### src/rtl/vrr_timing_pkg.sv
package vrr_timing_pkg;

    localparam int DEF_LINE_W = 16;

    typedef enum logic [2:0] {
        A_VMIN  = 3'd0,
        A_VMAX  = 3'd1,
        A_FLIP  = 3'd2,
        A_GUARD = 3'd3,
        A_VBS   = 3'd4,
        A_CTRL  = 3'd5,
        A_PUSH  = 3'd6,
        A_STAT  = 3'd7
    } cfg_addr_e;

endpackage

### src/rtl/vrr_regs.sv
module vrr_regs
    import vrr_timing_pkg::*;
#(
    parameter int LW          = DEF_LINE_W,
    parameter int RST_VMIN_M1 = 9,
    parameter int RST_VMAX_M1 = 19,
    parameter int RST_FLIP_M1 = 10,
    parameter int RST_GUARD   = 2,
    parameter int RST_VBS     = 6
) (
    input  logic          clk,
    input  logic          rst_n,
    input  logic          cfg_we,
    input  logic [2:0]    cfg_addr,
    input  logic [LW-1:0] cfg_wdata,
    output logic [LW-1:0] cfg_rdata,
    input  logic          push_consume,
    input  logic          live,
    output logic [LW-1:0] sh_vmin_m1,
    output logic [LW-1:0] sh_vmax_m1,
    output logic [LW-1:0] sh_flip_m1,
    output logic [LW-1:0] sh_guard,
    output logic [LW-1:0] sh_vbs,
    output logic [1:0]    sh_fsd,
    output logic          sh_en,
    output logic          push_pend
);

    typedef struct packed {
        logic [LW-1:0] vmin_m1;
        logic [LW-1:0] vmax_m1;
        logic [LW-1:0] flip_m1;
        logic [LW-1:0] guard;
        logic [LW-1:0] vbs;
        logic [1:0]    fsd;
        logic          en;
        logic          push_en;
        logic          push_snd;
    } regs_t;

    regs_t r_d, r_q;

    always_comb begin
        r_d = r_q;
        if (push_consume) r_d.push_snd = 1'b0;
        if (cfg_we) begin
            case (cfg_addr_e'(cfg_addr))
                A_VMIN:  r_d.vmin_m1 = cfg_wdata;
                A_VMAX:  r_d.vmax_m1 = cfg_wdata;
                A_FLIP:  r_d.flip_m1 = cfg_wdata;
                A_GUARD: r_d.guard   = cfg_wdata;
                A_VBS:   r_d.vbs     = cfg_wdata;
                A_CTRL: begin
                    r_d.en  = cfg_wdata[0];
                    r_d.fsd = cfg_wdata[2:1];
                end
                A_PUSH: begin
                    r_d.push_en = cfg_wdata[0];
                    if (!cfg_wdata[0])     r_d.push_snd = 1'b0;
                    else if (cfg_wdata[1]) r_d.push_snd = 1'b1;
                end
                default: ;
            endcase
        end
    end

    always_ff @(posedge clk or negedge rst_n) begin
        if (!rst_n) begin
            r_q <= '{vmin_m1: LW'(RST_VMIN_M1), vmax_m1: LW'(RST_VMAX_M1),
                     flip_m1: LW'(RST_FLIP_M1), guard: LW'(RST_GUARD),
                     vbs: LW'(RST_VBS), fsd: 2'd0, en: 1'b0,
                     push_en: 1'b0, push_snd: 1'b0};
        end else begin
            r_q <= r_d;
        end
    end

    always_comb begin
        case (cfg_addr_e'(cfg_addr))
            A_VMIN:  cfg_rdata = r_q.vmin_m1;
            A_VMAX:  cfg_rdata = r_q.vmax_m1;
            A_FLIP:  cfg_rdata = r_q.flip_m1;
            A_GUARD: cfg_rdata = r_q.guard;
            A_VBS:   cfg_rdata = r_q.vbs;
            A_CTRL:  cfg_rdata = LW'({r_q.fsd, r_q.en});
            A_PUSH:  cfg_rdata = LW'({r_q.push_snd, r_q.push_en});
            default: cfg_rdata = LW'(live);
        endcase
    end

    assign sh_vmin_m1 = r_q.vmin_m1;
    assign sh_vmax_m1 = r_q.vmax_m1;
    assign sh_flip_m1 = r_q.flip_m1;
    assign sh_guard   = r_q.guard;
    assign sh_vbs     = r_q.vbs;
    assign sh_fsd     = r_q.fsd;
    assign sh_en      = r_q.en;
    assign push_pend  = r_q.push_snd;

endmodule

### src/rtl/vrr_vcount.sv
module vrr_vcount
    import vrr_timing_pkg::*;
#(
    parameter int LW          = DEF_LINE_W,
    parameter int RST_VMIN_M1 = 9,
    parameter int RST_VMAX_M1 = 19,
    parameter int RST_FLIP_M1 = 10,
    parameter int RST_GUARD   = 2,
    parameter int RST_VBS     = 6
) (
    input  logic          clk,
    input  logic          rst_n,
    input  logic          line_tick,
    input  logic [LW-1:0] sh_vmin_m1,
    input  logic [LW-1:0] sh_vmax_m1,
    input  logic [LW-1:0] sh_flip_m1,
    input  logic [LW-1:0] sh_guard,
    input  logic [LW-1:0] sh_vbs,
    input  logic [1:0]    sh_fsd,
    input  logic          sh_en,
    input  logic          push_pend,
    output logic          push_consume,
    output logic [LW-1:0] line_count,
    output logic          vblank,
    output logic          frame_start,
    output logic          live
);

    typedef struct packed {
        logic [LW-1:0] vmin_m1;
        logic [LW-1:0] vmax_m1;
        logic [LW-1:0] flip_m1;
        logic [LW-1:0] guard;
        logic [LW-1:0] vbs;
        logic [1:0]    fsd;
    } tset_t;

    typedef struct packed {
        tset_t         act;
        logic [LW-1:0] line;
        logic [LW-1:0] exit_end;
        logic          exiting;
        logic          live;
        logic          vblank;
        logic          fs;
    } cnt_t;

    cnt_t s_d, s_q;
    tset_t shadow;

    logic [LW-1:0] nxt, earliest, latest;
    logic          wrap;

    assign shadow = '{vmin_m1: sh_vmin_m1, vmax_m1: sh_vmax_m1,
                      flip_m1: sh_flip_m1, guard: sh_guard,
                      vbs: sh_vbs, fsd: sh_fsd};

    always_comb begin
        s_d          = s_q;
        s_d.fs       = 1'b0;
        push_consume = 1'b0;
        wrap         = 1'b0;
        nxt          = s_q.line + LW'(1);
        earliest     = s_q.act.flip_m1 + LW'(1) - s_q.act.guard;
        latest       = s_q.act.vmax_m1 + LW'(1) - s_q.act.guard;
        if (line_tick) begin
            if (s_q.live) begin
                if (s_q.exiting) begin
                    wrap = (nxt == s_q.exit_end);
                end else if (nxt >= earliest && (push_pend || nxt >= latest)) begin
                    s_d.exiting  = 1'b1;
                    s_d.exit_end = nxt + s_q.act.guard;
                    s_d.act      = shadow;
                    push_consume = push_pend;
                end
            end else begin
                if (nxt >= s_q.act.vmin_m1 + LW'(1)) begin
                    wrap = 1'b1;
                end else if (nxt == s_q.act.vbs) begin
                    s_d.act = shadow;
                end
            end
            if (wrap) begin
                s_d.line    = '0;
                s_d.exiting = 1'b0;
                s_d.live    = sh_en;
            end else begin
                s_d.line = nxt;
            end
            s_d.vblank = (s_d.line >= s_d.act.vbs);
            s_d.fs     = (s_d.line == LW'(s_d.act.fsd) + LW'(1));
        end
    end

    always_ff @(posedge clk or negedge rst_n) begin
        if (!rst_n) begin
            s_q <= '{act: '{vmin_m1: LW'(RST_VMIN_M1), vmax_m1: LW'(RST_VMAX_M1),
                            flip_m1: LW'(RST_FLIP_M1), guard: LW'(RST_GUARD),
                            vbs: LW'(RST_VBS), fsd: 2'd0},
                     line: '0, exit_end: '0, exiting: 1'b0,
                     live: 1'b0, vblank: 1'b0, fs: 1'b0};
        end else begin
            s_q <= s_d;
        end
    end

    assign line_count  = s_q.line;
    assign vblank      = s_q.vblank;
    assign frame_start = s_q.fs;
    assign live        = s_q.live;

endmodule

### src/rtl/vrr_timing_ctrl.sv
module vrr_timing_ctrl
    import vrr_timing_pkg::*;
#(
    parameter int LW          = DEF_LINE_W,
    parameter int RST_VMIN_M1 = 9,
    parameter int RST_VMAX_M1 = 19,
    parameter int RST_FLIP_M1 = 10,
    parameter int RST_GUARD   = 2,
    parameter int RST_VBS     = 6
) (
    input  logic          clk,
    input  logic          rst_n,
    input  logic          line_tick,
    input  logic          cfg_we,
    input  logic [2:0]    cfg_addr,
    input  logic [LW-1:0] cfg_wdata,
    output logic [LW-1:0] cfg_rdata,
    output logic [LW-1:0] line_count,
    output logic          vblank,
    output logic          frame_start,
    output logic          vrr_live
);

    logic [LW-1:0] sh_vmin_m1, sh_vmax_m1, sh_flip_m1, sh_guard, sh_vbs;
    logic [1:0]    sh_fsd;
    logic          sh_en, push_pend, push_consume;

    vrr_regs #(
        .LW(LW), .RST_VMIN_M1(RST_VMIN_M1), .RST_VMAX_M1(RST_VMAX_M1),
        .RST_FLIP_M1(RST_FLIP_M1), .RST_GUARD(RST_GUARD), .RST_VBS(RST_VBS)
    ) u_regs (
        .clk(clk), .rst_n(rst_n), .cfg_we(cfg_we), .cfg_addr(cfg_addr),
        .cfg_wdata(cfg_wdata), .cfg_rdata(cfg_rdata),
        .push_consume(push_consume), .live(vrr_live),
        .sh_vmin_m1(sh_vmin_m1), .sh_vmax_m1(sh_vmax_m1), .sh_flip_m1(sh_flip_m1),
        .sh_guard(sh_guard), .sh_vbs(sh_vbs), .sh_fsd(sh_fsd), .sh_en(sh_en),
        .push_pend(push_pend)
    );

    vrr_vcount #(
        .LW(LW), .RST_VMIN_M1(RST_VMIN_M1), .RST_VMAX_M1(RST_VMAX_M1),
        .RST_FLIP_M1(RST_FLIP_M1), .RST_GUARD(RST_GUARD), .RST_VBS(RST_VBS)
    ) u_vcount (
        .clk(clk), .rst_n(rst_n), .line_tick(line_tick),
        .sh_vmin_m1(sh_vmin_m1), .sh_vmax_m1(sh_vmax_m1), .sh_flip_m1(sh_flip_m1),
        .sh_guard(sh_guard), .sh_vbs(sh_vbs), .sh_fsd(sh_fsd), .sh_en(sh_en),
        .push_pend(push_pend), .push_consume(push_consume),
        .line_count(line_count), .vblank(vblank), .frame_start(frame_start),
        .live(vrr_live)
    );

endmodule

### config.mk
export PLATFORM = sky130hd
export DESIGN_NAME = vrr_timing_ctrl
export DESIGN_NICKNAME = d
export VERILOG_FILES = /design/src/rtl/vrr_timing_pkg.sv /design/src/rtl/vrr_regs.sv /design/src/rtl/vrr_vcount.sv /design/src/rtl/vrr_timing_ctrl.sv
export SDC_FILE = /design/constraint.sdc
export NUM_CORES = 1
export LEC_CHECK = 0
export ABC_AREA = 1
export BUFFER_PORTS_ARGS = -buffer_cell sky130_fd_sc_hd__buf_2
export CORE_ASPECT_RATIO = 1.5
export CORE_UTILIZATION = 68
export CTS_CLUSTER_SIZE = 16
export DETAILED_ROUTE_END_ITERATION = 10
export PLACE_DENSITY = 0.87
export REMOVE_ABC_BUFFERS = 1
export SLEW_MARGIN = 20
export SYNTH_ARGS = -nofsm -noshare
export SYNTH_HDL_FRONTEND = slang
export SYNTH_SLANG_ARGS = --single-unit
### constraint.sdc
create_clock -name clk -period 9.75 [get_ports clk]
set_clock_uncertainty 0.1 [all_clocks]
set_input_delay 1.4625 -clock clk [delete_from_list [all_inputs] [get_ports clk]]
set_output_delay 1.4625 -clock clk [all_outputs]
set_load 0.02 [all_outputs]
After elaboration in Yosys (flattened, before gate mapping)
Index checks and enable logic that the tools add are counted.
- eq/ne operators: 13
- $add $sub $neg: 8
- $lt $le $gt $ge: 4
- bitwise logic cells: 1
- mux-type cells: 27
- reduce and logical (&&, ||, !) cells: 15
- operators with widths (operator ; number):
    two-way mux 82 bit ; 6
    case mux 16 bit (7 select lines) ; 1
    adder 16 x 1 -> 16 bit, second input constant ; 4
    >= comparator 16 bit ; 4
    == test 16 bit ; 2
    two-way mux 16 bit ; 2
    subtractor 16 bit ; 2
    AND reduction 2 bit ; 9
    two-way mux 1 bit ; 17
    adder 16 bit ; 1
    == test 16 x 3 -> 1 bit ; 1
    == test 3 bit, second input constant ; 3
    == test 3 x 2 -> 1 bit, second input constant ; 2
    inequality test 3 bit, second input constant ; 2
    AND reduction 5 bit ; 1
    AND reduction 4 bit ; 1
    adder 2 x 1 -> 3 bit, second input constant ; 1
    == test 3 x 1 -> 1 bit, second input constant ; 1
    zero test 3 bit ; 1
    inequality test 3 x 1 -> 1 bit, second input constant ; 1
    inequality test 3 x 2 -> 1 bit, second input constant ; 1
    two-way mux 2 bit ; 1
    nonzero test 2 bit ; 1
    logical AND 1 bit ; 1
    other kinds (2) ; 2
- output and inout bits: 35
- bits in registers: 203
- logic and storage cells: 89

Logic depth before layout (Yosys ltp)
- depth after elaboration: 14
- depth in mapped cells: 41
- mapped depth without buffers: 40

Modules after synthesis
Synthesis repeated with hierarchy kept, for this count alone.
- cells, all modules: 1876
- area, all modules: 14497.7 um^2
- by module, submodules not included (module ; cells each ; sequential area each (um^2) ; instances ; area each (um^2)):
    vrr_vcount ; 1316 ; 2965.3 ; 1 ; 10037.1
    vrr_regs ; 560 ; 2139.6 ; 1 ; 4460.5

Least setup slack after synthesis
No wires, ideal clock.
- path kind: reg-to-reg
- from: register u_vcount.s_q[71] (netlist name)
- to: register u_vcount.s_q (netlist bit u_vcount.vblank)
- buffers on the path: 2
- data arrival time: 4999 ps
- path slack: 4534 ps
- stages on the path, launching flop included: 36
- cells stage by stage: dfstp_2 > inv_1 > ha_1 > inv_1 > ha_1 > fa_1 > nand3_1 > nand2_1 > a21oi_1 > o21ai_0 > a21boi_0 > o211ai_1 > o21ai_0 > o21ai_0 > xor2_1 > ha_1 > nand3_1 > nor3_1 > nand2_1 > nand3_1 > nand2_1 > nor2_1 > nand2_1 > nand2_4 > buf_4 > buf_2 > nand2_1 > o21ai_0 > ha_1 > a21oi_1 > o21a_1 > o221ai_1 > nand2_1 > nand3_1 > nand2_1 > nand2_1
- longest elaborated chain between the ends: 9
- RTL lines (what ; RTL line ; source):
    from (decl) ; vrr_vcount.sv:48 ; cnt_t s_d, s_q;
    from (signal assigned) ; vrr_vcount.sv:97 ; s_q <= '{act: '{vmin_m1: LW'(RST_VMIN_M1), vmax_m1: LW'(RST_VMAX_M1),
    adder 16 x 1 -> 16 bit ; vrr_vcount.sv:64 ; earliest = s_q.act.flip_m1 + LW'(1) - s_q.act.guard;
    subtractor 16 bit ; vrr_vcount.sv:64 ;
    >= comparator 16 bit ; vrr_vcount.sv:70 ; end else if (nxt >= earliest && (push_pend || nxt >= latest)) begin
    logical AND 1 bit ; vrr_vcount.sv:70 ;
    two-way mux 82 bit ; vrr_vcount.sv:70 ;
    two-way mux 82 bit ; vrr_vcount.sv:68 ; if (s_q.exiting) begin
    two-way mux 82 bit ; vrr_vcount.sv:67 ; if (s_q.live) begin
    two-way mux 82 bit ; vrr_vcount.sv:66 ; if (line_tick) begin
    >= comparator 16 bit ; vrr_vcount.sv:90 ; s_d.vblank = (s_d.line >= s_d.act.vbs);
Every way passes these cells. The select of a mux whose other input is x is not followed.
A chain may end at the register's enable or synchronous reset.

Worst setup path after layout
Same ends and word-level chain as after synthesis.

==> impl_metrics.toml <==
[grt]
met1_usage = 0.478
grt_pass1_wl_um = 60100
grt_pass1_vias = 12200
track_usage = 0.384
busiest_layer = "met2"
met2_usage = 0.616
grt_overflow_total = 0
grt_max_degree = 125
antenna_found_initial = 0
grtUsageMet3 = 0.0645

[critical_path]
crit_arrival_ns = 6.98
slowest_stage = "nor3_1"
critPathBufInv = 3
critPathKind = "reg -> reg"
path_common_cell = "nand2_1"
cp-start-kind = "register"
cp_top_family = "simple AND/OR/NAND/NOR gates"
max_stage_delay_ns = 0.65
worstPathMaxFanout = 55
crit_required_ns = 10.10
critical_path.endpoint_type = "register"

[clock_network]
cts_setup_buffers = 0
post_cts_resized = 0
root_buffer = "clkbuf_16"
cts_hold_repair.buffers = 0
cts.sinks = 203
clk_pin_slew_ns = 0.07
htreeDepth = 1
cts.path.max_buffers = 3
cts_tree = "done"
clk-insertion-delay-late_ns = 0.51
cts_buffers = 20

[synth]
synth-seq-area-share = 0.378
synth_flop_cell = "dfrtp_1"
netlist_area_um2 = 13500
synth_area_per_cell_um2 = 7.65
synthDistinctLibCells = 45
synth_edf_count = 0
ys_warn_count = 0
synth-seq-cells = 203
async_reset_ff_frac = 1.00
netlist_instances = 1767

[layout]
mostFrequentLayoutCells = "nand2_1, o21ai_0, inv_1"
fillers = 1460
layout_commonest_cell = "nand2_1"
multi_input_area_um2 = 7300
drive_above_1_share = 0.0812
instances_no_fill = 2055
area_delta_synth_final_pct = 8.00
final_nets = 1951
final_core_util = 0.756
n_antenna_cell = 0
seq_area_um2 = 5100
final_area_um2 = 14600

[run_status]
status = "finished clean"

[floorplanning]
core_um2 = 19300
num_rows = 62
die_y_um = 175
start_util = 0.700
dieWidth_um = 117
num_io_pins = 58
die-area_um2 = 20500

[timing]
drv_slew = 0
setup_tns_ns = 0
setup_viol = 0
fmax_mhz = 151
finalCritPeriodShare = 0.680
worst_pin_slew_ns = 1.14
finalCriticalPeriod_ns = 6.63
maxSlewHeadroom = 0.240
rsz0062_at_grt = "false"
hold_violations = 0

[power]
powerDensity_nw_per_um2 = 266
vdd_drop_max_uv = 180
finalPower_mw = 3.89
p_leak_nw = 7.53

[placed_design]
port_buffers = 57
place_area_um2 = 13800
dp_hpwl_um = 26800
dp_cells = 2016
gp_congestion = 1.02

[job]
maxCapViolCount = 0

[detailed_routing]
route.detailed.drc = 0
routedWlPerCell_um = 18.4
drtIter0Drc = 1078
antenna_left = 0
drt_wl_total_um = 37800
dr.pass1.iters = 7
vias = 12500
vias_per_cell = 6.06

[min_path]
hp-class = "reg -> reg"
[cell families (layout without fill, tap and decap cells)]
group / count (synthesis) / in the layout / share of synthesized area
AND/OR/NAND/NOR: 743 / 743 / 0.227
AO/OA/AOI/OAI: 350 / 350 / 0.140
XOR/XNOR: 58 / 58 / 0.0376
adder cells (fa/ha/maj): 143 / 143 / 0.134
flip-flops: 203 / 203 / 0.378
buffers and inverters: 270 / 302 / 0.0835
[layer usage]
layer  vias up  part of all wire
li1       5872                 -
met1      5827              0.39
met2       590              0.47
met3       162             0.080
met4         0             0.060
met5         -                 0
[flip-flops by register name, summed over array words and instances (netlist names)]
signal / flops
u_regs.push_pend: 1
u_regs.r_q: 1
u_regs.sh_en: 1
u_regs.sh_flip_m1: 16
u_regs.sh_fsd: 2
u_regs.sh_guard: 16
u_regs.sh_vbs: 16
u_regs.sh_vmax_m1: 16
u_regs.sh_vmin_m1: 16
u_vcount.frame_start: 1
u_vcount.line_count: 16
u_vcount.live: 1
u_vcount.s_q: 99
u_vcount.vblank: 1
[worst min-delay path, cell delays in order (launching register included)]
cell	delay [ns]
dfstp_2	0.38
nand2_1	0.06
o21ai_1	0.05
[power by group]
| group | leakage [nW] | total [mW] | internal [mW] | switching [mW] |
|---|---|---|---|---|
| logic | 4.68 | 1.81 | 0.694 | 1.11 |
| registers | 2.50 | 1.25 | 1.06 | 0.194 |
| clock network | 0.339 | 0.829 | 0.486 | 0.343 |
| total | 7.53 | 3.89 | 2.24 | 1.65 |
[stage by stage]
stage / setup WS (ns) / hold WS (ns)
after floorplan: 4.36 / 0.350
after global placement: 3.58 / 0.366
after detailed placement: 3.46 / 0.377
after CTS: 3.34 / 0.391
after global routing: 2.57 / 0.407
final: 3.12 / 0.387
[cells in the mapped netlist (4+ instances only)]
cell type  count  area share
nor2_2         4      0.0019
nand2_1      436        0.12
inv_1        185       0.051
xnor2_1       21       0.014
xor2_1        37       0.024
o21ai_1       24      0.0089
a21boi_0       5      0.0028
clkinv_1       4      0.0011
nor2_1       132       0.037
buf_2          9      0.0033
dfstp_2       20       0.039
dfrtp_1      183        0.34
o21ai_0      197       0.073
inv_2          8      0.0022
nor3_1        54       0.020
ha_1         140        0.13
clkbuf_1      37       0.010
nand4_1       14      0.0065
a221oi_1      12      0.0078
a221o_1        5      0.0037
nand3_1       92       0.034
a21oi_1       85       0.031
buf_4         21       0.012
[cell type report]
| cell class | instances | share of cell area |
|---|---|---|
| multi-input cells | 1294 | 0.500 |
| well taps | 256 | 0.0219 |
| repair buffers | 68 | 0.0294 |
| inverters | 198 | 0.0511 |
| flip-flops and latches | 203 | 0.350 |
| clock buffers | 29 | 0.0415 |
| clock inverters | 7 | 0.00643 |
[path summary, 6_finish.rpt]
| kind | startpoint | to | slack (ns) | depth (start not counted) |
|---|---|---|---|---|
| max | u_vcount.s_q[71] | u_vcount.vblank | 3.12 | 33 |
| min | u_regs.sh_vbs[2] | u_vcount.s_q[40] | 0.39 | 2 |
| max reg2reg | u_vcount.s_q[71] | u_vcount.vblank | 3.12 | 33 |
| min reg2reg | u_regs.sh_vbs[2] | u_vcount.s_q[40] | 0.39 | 2 |
| max in group asynchronous | rst_n | u_vcount.s_q[90] | 7.68 | 3 |
| min in group asynchronous | rst_n | u_vcount.line_count[14] | 0.77 | 1 |
Note: power is estimated with default switching activity, not from simulation.
